**config.mk**
```make
export PLATFORM = sky130hd
export DESIGN_NAME = atten_cmd_tx
export DESIGN_NICKNAME = d
export VERILOG_FILES = /design/src/rtl/atc_pkg.sv /design/src/rtl/atc_timer.sv /design/src/rtl/atc_shifter.sv /design/src/rtl/atc_fsm.sv /design/src/rtl/atten_cmd_tx.sv
export SDC_FILE = /design/constraint.sdc
export NUM_CORES = 1
export LEC_CHECK = 0
export CAP_MARGIN = 15
export CORE_ASPECT_RATIO = 1.5
export CORE_MARGIN = 1.5
export CORE_UTILIZATION = 56
export CTS_CLUSTER_SIZE = 10
export DETAILED_ROUTE_END_ITERATION = 10
export HOLD_SLACK_MARGIN = 0.12
export PLACE_DENSITY_LB_ADDON = 0.2
export SLEW_MARGIN = 10
export SYNTH_ARGS = -nofsm -noshare
export SYNTH_HDL_FRONTEND = slang
export SYNTH_HIERARCHICAL = 1
export SYNTH_SLANG_ARGS = --single-unit
```
**constraint.sdc**
```tcl
create_clock -name clk -period 3.3 [get_ports clk]
set_clock_uncertainty 0.1 [all_clocks]
set_input_delay 0.66 -clock clk [delete_from_list [all_inputs] [get_ports clk]]
set_output_delay 0.66 -clock clk [all_outputs]
set_load 0.005 [all_outputs]
```
**src/rtl/atc_pkg.sv**
```systemverilog
package atc_pkg;
  typedef enum logic [2:0] {
    ST_IDLE  = 3'd0,
    ST_SETUP = 3'd1,
    ST_HIGH  = 3'd2,
    ST_LOW   = 3'd3,
    ST_DONE  = 3'd4
  } atc_state_e;
endpackage

```
**src/rtl/atc_timer.sv**
```systemverilog
// Down-counter for phase lengths. Loading VAL gives VAL+1 cycles until expiry.
module atc_timer #(
  parameter int W = 6
) (
  input  logic         clk,
  input  logic         rst,
  input  logic         start,
  input  logic [W-1:0] start_val,
  output logic         expired
);
  logic [W-1:0] cnt;

  always_ff @(posedge clk) begin
    if (rst) begin
      cnt <= '0;
    end else if (start) begin
      cnt <= start_val;
    end else if (cnt != '0) begin
      cnt <= cnt - 1'b1;
    end
  end

  assign expired = (cnt == '0);
endmodule

```
**src/rtl/atc_shifter.sv**
```systemverilog
// Frame register: loads in parallel and shifts left. Its MSB drives the line.
module atc_shifter #(
  parameter int W = 16
) (
  input  logic         clk,
  input  logic         rst,
  input  logic         load,
  input  logic [W-1:0] din,
  input  logic         shift,
  output logic         msb
);
  logic [W-1:0] sreg;

  always_ff @(posedge clk) begin
    if (rst) begin
      sreg <= '0;
    end else if (load) begin
      sreg <= din;
    end else if (shift) begin
      sreg <= {sreg[W-2:0], 1'b0};
    end
  end

  assign msb = sreg[W-1];
endmodule

```
**src/rtl/atc_fsm.sv**
```systemverilog
// Frame sequencer: strobe setup, clock phases, bit count, commit and done.
module atc_fsm
  import atc_pkg::*;
#(
  parameter int FRAME_W   = 16,
  parameter int SETUP_CYC = 38,
  parameter int HALF_CYC  = 4,
  parameter int TW        = 6
) (
  input  logic          clk,
  input  logic          rst,
  input  logic          req_valid,
  input  logic          tmr_zero,
  output logic          req_ready,
  output logic          accept,
  output logic          tmr_start,
  output logic [TW-1:0] tmr_val,
  output logic          sh_shift,
  output logic          ser_clk,
  output logic          ser_load,
  output logic          done
);
  localparam int BW = $clog2(FRAME_W);
  localparam logic [BW-1:0] LAST_BIT = BW'(FRAME_W - 1);
  localparam logic [TW-1:0] SETUP_LD = TW'(SETUP_CYC - 1);
  localparam logic [TW-1:0] HALF_LD  = TW'(HALF_CYC - 1);

  atc_state_e    state;
  logic [BW-1:0] bit_idx;
  logic          last_bit;

  assign req_ready = (state == ST_IDLE);
  assign accept    = req_valid && req_ready;
  assign last_bit  = (bit_idx == LAST_BIT);

  always_comb begin
    tmr_start = 1'b0;
    tmr_val   = '0;
    sh_shift  = 1'b0;
    case (state)
      ST_IDLE: begin
        if (accept) begin
          tmr_start = 1'b1;
          tmr_val   = SETUP_LD;
        end
      end
      ST_SETUP: begin
        if (tmr_zero) begin
          tmr_start = 1'b1;
          tmr_val   = HALF_LD;
        end
      end
      ST_HIGH: begin
        if (tmr_zero) begin
          tmr_start = 1'b1;
          tmr_val   = HALF_LD;
          sh_shift  = 1'b1;
        end
      end
      ST_LOW: begin
        if (tmr_zero && !last_bit) begin
          tmr_start = 1'b1;
          tmr_val   = HALF_LD;
        end
      end
      default: ;
    endcase
  end

  always_ff @(posedge clk) begin
    if (rst) begin
      state    <= ST_IDLE;
      bit_idx  <= '0;
      ser_clk  <= 1'b0;
      ser_load <= 1'b1;
      done     <= 1'b0;
    end else begin
      done <= 1'b0;
      case (state)
        ST_IDLE: begin
          if (accept) begin
            state    <= ST_SETUP;
            ser_load <= 1'b0;
            bit_idx  <= '0;
          end
        end
        ST_SETUP: begin
          if (tmr_zero) begin
            state   <= ST_HIGH;
            ser_clk <= 1'b1;
          end
        end
        ST_HIGH: begin
          if (tmr_zero) begin
            state   <= ST_LOW;
            ser_clk <= 1'b0;
          end
        end
        ST_LOW: begin
          if (tmr_zero) begin
            if (last_bit) begin
              state    <= ST_DONE;
              ser_load <= 1'b1;
            end else begin
              state   <= ST_HIGH;
              ser_clk <= 1'b1;
              bit_idx <= bit_idx + 1'b1;
            end
          end
        end
        ST_DONE: begin
          state <= ST_IDLE;
          done  <= 1'b1;
        end
        default: state <= ST_IDLE;
      endcase
    end
  end
endmodule

```
**src/rtl/atten_cmd_tx.sv**
```systemverilog
module atten_cmd_tx #(
  parameter int ATTEN_W   = 8,
  parameter int ADDR_W    = 8,
  parameter int SETUP_CYC = 38,
  parameter int HALF_CYC  = 4
) (
  input  logic               clk,
  input  logic               rst,
  input  logic               req_valid,
  output logic               req_ready,
  input  logic [ATTEN_W-1:0] req_atten,
  output logic               ser_data,
  output logic               ser_clk,
  output logic               ser_load,
  output logic               done
);
  localparam int FRAME_W = ADDR_W + ATTEN_W;
  localparam int MAXC    = (SETUP_CYC > HALF_CYC) ? SETUP_CYC : HALF_CYC;
  localparam int TW      = $clog2(MAXC + 1);

  logic          accept;
  logic          tmr_start;
  logic [TW-1:0] tmr_val;
  logic          tmr_zero;
  logic          sh_shift;
  logic [FRAME_W-1:0] frame;

  assign frame = {{ADDR_W{1'b0}}, req_atten};

  atc_fsm #(
    .FRAME_W  (FRAME_W),
    .SETUP_CYC(SETUP_CYC),
    .HALF_CYC (HALF_CYC),
    .TW       (TW)
  ) u_fsm (
    .clk      (clk),
    .rst      (rst),
    .req_valid(req_valid),
    .tmr_zero (tmr_zero),
    .req_ready(req_ready),
    .accept   (accept),
    .tmr_start(tmr_start),
    .tmr_val  (tmr_val),
    .sh_shift (sh_shift),
    .ser_clk  (ser_clk),
    .ser_load (ser_load),
    .done     (done)
  );

  atc_timer #(.W(TW)) u_timer (
    .clk      (clk),
    .rst      (rst),
    .start    (tmr_start),
    .start_val(tmr_val),
    .expired  (tmr_zero)
  );

  atc_shifter #(.W(FRAME_W)) u_shift (
    .clk  (clk),
    .rst  (rst),
    .load (accept),
    .din  (frame),
    .shift(sh_shift),
    .msb  (ser_data)
  );
endmodule

```
==> reports/metrics.yaml, run 1 <==
post-synth-top-area-cell: "dfxtp_1"
cts_buffers: 5
cp-end-kind: "register"
antenna_found_initial: 0
firstDrtPassIters: 4
r2r-start: "u_timer/cnt[4]"
power.density_nw_per_um2: 758
overflow: 0
hpwl_mm: 2.28
netlist.area_leader.share: 0.370
combPwrFrac: 0.378
hold_ws_ns: 0.398
placed_area_um2: 1870
post-synth-top-count-cell: "dfxtp_1"
ys_warn_count: 6
period_share: 0.759
wire_per_inst_um: 13.7
timing.rr.end: "u_timer/cnt[3]"
insertedDiodeCount: 0
clock_sinks: 32
rsz0062_at_grt: "no"
worst_slack_ns: 0.797
peakVddDrop_mv: 0.574
yosysSeqAreaShare: 0.370
fin_nets: 215
dr.first_iter.drc_count: 24
hold_class: "register to register"
synth-async-reset-ratio: 0
hold_path_depth: 2
ys_top_cells_by_count: "32 x dfxtp_1, 17 x nor2b_1, 16 x mux2i_1, 15 x a211oi_1, 11 x nand2_1"
p_sw_frac: 0.351
worst-setup-path-type: "input port to register"
seqPwrFrac: 0.378
maxSlewViolCount: 0
internal_power_uw: 972
syn_inst: 185
syn_area_um2: 1730
r2r_setup_slack_ns: 0.90
fin_crit_ns: 2.50
ys_ff_latch: 32
htreeDepth: 2
postCtsSetupBuffers: 0
clk_latency_ns: 0.28
fmax_mhz: 399
antenna_left: 0
die_area_um2: 3440
die_h_um: 71.1
holdCritStartpoint: "u_fsm/ser_load"
root_buffer: "clkbuf_8"
cts_tree: "done"
clk_pin_slew_ns: 0.07
synth-edff-count: 0
syn2layout_area_growth_pct: 14.2
totalWireLength_mm: 3.31
ios: 16
worstHoldEndpoint: "u_fsm/ser_load"
leakagePower_nw: 0.687
cts_buffer_depth: 2
start_util: 0.594
grt_usage: 0.216
slew_headroom: 0.559
reg2reg_depth: 8
grt_pass1_vias: 1361
synthFlopType: "dfxtp_1"
grt_max_degree: 19
setup_viol: 0
cp.required_ns: 3.38
synth_cell_type_count: 49
hold_violations: 0
drive_above_1_share: 0.0990
worst-path-max-fanout: 18
cp-start-kind: "input port"
grt_pass1_wl_mm: 5.88
final_util: 0.678
drc: 0
globalplace.congestion: 0.859
core-area_um2: 2910
design_area_um2: 1970
drv_cap: 0
dp_slack_ns: 0.504
status: "complete, no violations"
die_x_um: 48.4
syn_avg_cell_area_um2: 9.35
row_count: 24
portBuffers: 15
tightestPinTransition_ns: 0.659
yosys-top-cells-area: "dfxtp_1 37%, mux2i_1 9.3%, a211oi_1 6.5%"
power_switching_uw: 525
arrival_ns: 2.59
p_clk_frac: 0.243
finalSetupTns_ns: 0
viasPerCell: 5.69
cts_hold_buffers: 0
cts_resized: 0
vias: 1371
-- stage by stage --
| step | instances | power (mW) |
|---|---|---|
| 5_1_grt | 241 | 1.60 |
| 2_1_floorplan | 193 | 1.04 |
| 4_1_cts | 241 | 1.50 |
| 3_5_place_dp | 233 | 1.13 |
| 6_report | 241 | 1.50 |
| 3_3_place_gp | 233 | 1.11 |
-- registers in the layout (all words and copies together), names as in the netlist --
name and count:
u_fsm/ser_load 1, u_fsm/state 3, u_fsm/ser_clk 1, u_fsm/done 1, u_fsm/bit_idx 4, u_shift/sreg 16
u_timer/cnt 6
-- per-layer routing --
layer	up-vias	routed length [um]	GRT usage
met5	-	0	0
met4	0	43	0.0952
met3	4	131	0.0633
met2	26	1730	0.392
met1	651	1410	0.231
li1	690	-	-
-- logic make-up after synthesis --
kind of cell             after synthesis  synth area share
XOR/XNOR                               3            0.0152
adder cells (fa/ha/maj)                3            0.0217
other                                  2           0.00434
AO/OA/AOI/OAI                         41             0.190
multiplexers                          16            0.0926
AND/OR/NAND/NOR                       62             0.221
flip-flops                            32             0.370
buffers and inverters                 26            0.0854
-- cell type report --
| cell class | instances | area, um2 |
|---|---|---|
| Multi-Input combinational cell | 135 | 971 |
| Fill cell | 252 | 938 |
| Sequential cell | 32 | 641 |
| Timing Repair Buffer | 18 | 173 |
| Clock buffer | 6 | 72.6 |
| Tap cell | 39 | 48.8 |
| Clock inverter | 2 | 35.0 |
| Inverter | 9 | 33.8 |
-- placed cells by master (no fill, tap or decap), types with 2 or more instances in the layout --
| cell type | Yosys | routed |
|---|---|---|
| buf_4 | 5 | 3 |
| xnor2_1 | 3 | 3 |
| or3_1 | 2 | 2 |
| or2_2 | 2 | 2 |
| mux2i_1 | 16 | 16 |
| conb_1 | 2 | 10 |
| ha_1 | 3 | 3 |
| clkdlybuf4s50_1 | 0 | 15 |
| nand2b_1 | 2 | 2 |
| a211oi_1 | 15 | 15 |
| nor2_1 | 3 | 3 |
| nand3_1 | 3 | 3 |
| a21oi_1 | 6 | 6 |
| nor3b_1 | 4 | 4 |
| o41ai_1 | 2 | 2 |
| dfxtp_1 | 32 | 32 |
| o221ai_1 | 2 | 2 |
| o2111ai_1 | 3 | 3 |
| nor4_1 | 3 | 3 |
| nor2b_1 | 17 | 17 |
| o22ai_1 | 2 | 2 |
| a211oi_2 | 3 | 3 |
| nand2_1 | 11 | 11 |
| nor3_1 | 2 | 2 |
| inv_1 | 9 | 9 |
| clkbuf_8 | 0 | 5 |
| and3_1 | 2 | 2 |
-- worst max-delay path, cell delays in order --
cell and delay (ns):
clkdlybuf4s50_1 0.47, or4b_1 0.58, inv_1 0.11, buf_4 0.19, inv_1 0.25, a211oi_1 0.31
-- how the worst max path moves through the flow --
stage                    from                to  slack (ns)  cells after the start
6_report            req_valid  u_shift/sreg[12]        0.80                      6
5_1_grt        u_timer/cnt[0]    u_timer/cnt[0]        0.62                     10
4_1_cts             req_valid  u_shift/sreg[12]        0.79                      6
3_5_place_dp        req_valid  u_shift/sreg[12]        0.50                      6
3_3_place_gp        req_valid    u_timer/cnt[3]        0.58                      7
2_1_floorplan       req_valid    u_timer/cnt[0]        0.98                      8
-- power groups by stage --
| stage | Combinational, mW | Clock (mW) | Sequential, mW |
|---|---|---|---|
| final | 0.566 | 0.364 | 0.566 |
| after global routing | 0.628 | 0.393 | 0.580 |
| after CTS | 0.566 | 0.373 | 0.564 |
| after detailed placement | 0.564 | 0 | 0.570 |
| after global placement | 0.543 | 0 | 0.567 |
| after floorplan | 0.498 | 0 | 0.539 |
No activity file was read; power rests on OpenSTA's default activity.
==> inputs of run 2 (changes only) <==
CORE_UTILIZATION = 51   (was 56)
clock period = 2.15 ns   (was 3.3 ns; I/O delays follow)
==> run 2 against run 1 <==
Compared with the run above:
- count of clock-buffer cells in the layout increased by 1
- sequential share of layout area decreased by 2.3 points
- sequential cell count unchanged
- total power increased by 62%
- sequential power increased by 47%
- die area increased by 9.3%
- hold slack got worse by 0.016 ns
- first-iteration DRC count decreased by 8.3%
- wire length increased by 6.8%
- critical path type is now register to register
- largest power group is now combinational logic
==> reports/metrics.yaml, run 2 (synthesized netlist as in run 1, its figures left out) <==
peakVddDrop_mv: 0.856
cts_buffers: 5
maxSlewViolCount: 0
insertedDiodeCount: 0
antenna_left: 0
dp_slack_ns: -0.133
row_count: 25
clk_latency_ns: 0.27
root_buffer: "clkbuf_8"
drc: 0
totalWireLength_mm: 3.54
die_x_um: 50.5
htreeDepth: 2
drive_above_1_share: 0.186
worst-setup-path-type: "register to register"
cp-end-kind: "register"
status: "complete, no violations"
viasPerCell: 5.56
cp-start-kind: "register"
start_util: 0.542
fin_crit_ns: 2.05
reg2reg_depth: 8
syn2layout_area_growth_pct: 23.2
final_common_cell: "dfxtp_1"
timing.rr.end: "u_timer/cnt[1]"
fin_nets: 229
clk_pin_slew_ns: 0.06
ios: 16
die_h_um: 74.3
hold_violations: 0
grt_pass1_vias: 1387
power.density_nw_per_um2: 1140
die_area_um2: 3760
final_cell_mix: "31 x dfxtp_1, 17 x nor2b_1, 16 x mux2i_1, 15 x clkdlybuf4s50_1"
reg_top3: "u_shift/sreg x16, u_timer/cnt x6, u_fsm/bit_idx x4"
arrival_ns: 2.15
hold_class: "register to register"
core-area_um2: 3190
critPathCapture: "u_timer/cnt[1]"
r2r-start: "u_fsm/bit_idx[0]"
overflow: 0
r2r_setup_slack_ns: 0.10
drv_cap: 0
cts_tree: "done"
globalplace.congestion: 0.813
period_share: 0.953
firstDrtPassIters: 4
antenna_found_initial: 0
grt_max_degree: 18
worst_slack_ns: 0.102
cts_hold_buffers: 0
hpwl_mm: 2.45
dr.first_iter.drc_count: 22
worst-path-max-fanout: 14
largest_reg_flops: 16
wire_per_inst_um: 13.9
leakagePower_nw: 0.765
tightestPinTransition_ns: 0.514
largest-register: "u_shift/sreg"
slew_headroom: 0.657
fmax_mhz: 488
cp.required_ns: 2.25
grt_usage: 0.201
cts_buffer_depth: 2
hold_ws_ns: 0.383
rsz0062_at_grt: "no"
portBuffers: 15
vias: 1419
setup_viol: 0
fill_cells: 277
cp-startpoint: "u_fsm/bit_idx[0]"
grt_pass1_wl_mm: 5.74
clock_sinks: 32
power_mw: 2.43
run 2: worst min-delay path by stage:
stage | start | endpoint | slack (ns) | cells after the start
global placement | u_fsm/ser_load | u_fsm/ser_load | 0.37 | 2
global route | u_fsm/ser_load | u_fsm/ser_load | 0.42 | 2
floorplan | u_fsm/ser_load | u_fsm/ser_load | 0.37 | 2
detailed placement | u_fsm/ser_load | u_fsm/ser_load | 0.37 | 2
finish | u_fsm/ser_load | u_fsm/ser_load | 0.38 | 2
CTS | u_fsm/ser_load | u_fsm/ser_load | 0.38 | 2
run 2: critical path, stage by stage, from the launching register on:
cell and delay, ns:
dfxtp_1 0.38, ha_1 0.20, and4_2 0.29, a211oi_2 0.09, or2_1 0.25, buf_12 0.15
nor3b_1 0.30, nand3_1 0.15, o221ai_2 0.08
run 2: layout make-up:
cell class              instances  area [um2]  share of cell area
multi-input cells             135         992               0.466
flip-flops and latches         32         642               0.301
repair buffers                 32         315               0.148
clock buffers                   7        96.3              0.0452
well taps                      40        50.0              0.0235
inverters                       9        33.8              0.0159
run 2: where the power goes:
group / switching (mW) / internal (mW) / total (mW)
registers: 0.102 / 0.730 / 0.832
logic: 0.541 / 0.570 / 1.11
clock network: 0.201 / 0.285 / 0.486
total: 0.844 / 1.59 / 2.43
run 2: metal layers:
metal | routed length (um) | part of all wire | global-route usage | vias to the layer above
met5 | 0 | 0 | 0 | -
met4 | 85 | 0.024 | 0.0841 | 0
met3 | 124 | 0.035 | 0.0502 | 9
met2 | 1870 | 0.53 | 0.377 | 31
met1 | 1460 | 0.41 | 0.212 | 664
li1 | - | - | - | 715
run 2: metrics by stage:
step	std cells	instance area, um2	setup TNS [ns]	utilization
global route	255	2130	0	0.667
floorplan	193	1770	0	-
global placement	247	2000	-0.840	0.628
detailed placement	247	2000	-1.67	0.628
finish	255	2130	0	0.667
CTS	254	2100	0	0.658
run 2: timing repair:
item                       4_1_cts  5_1_grt
setup endpoints to repair        0        6
setup buffers                    0        1
resized for setup                0        6
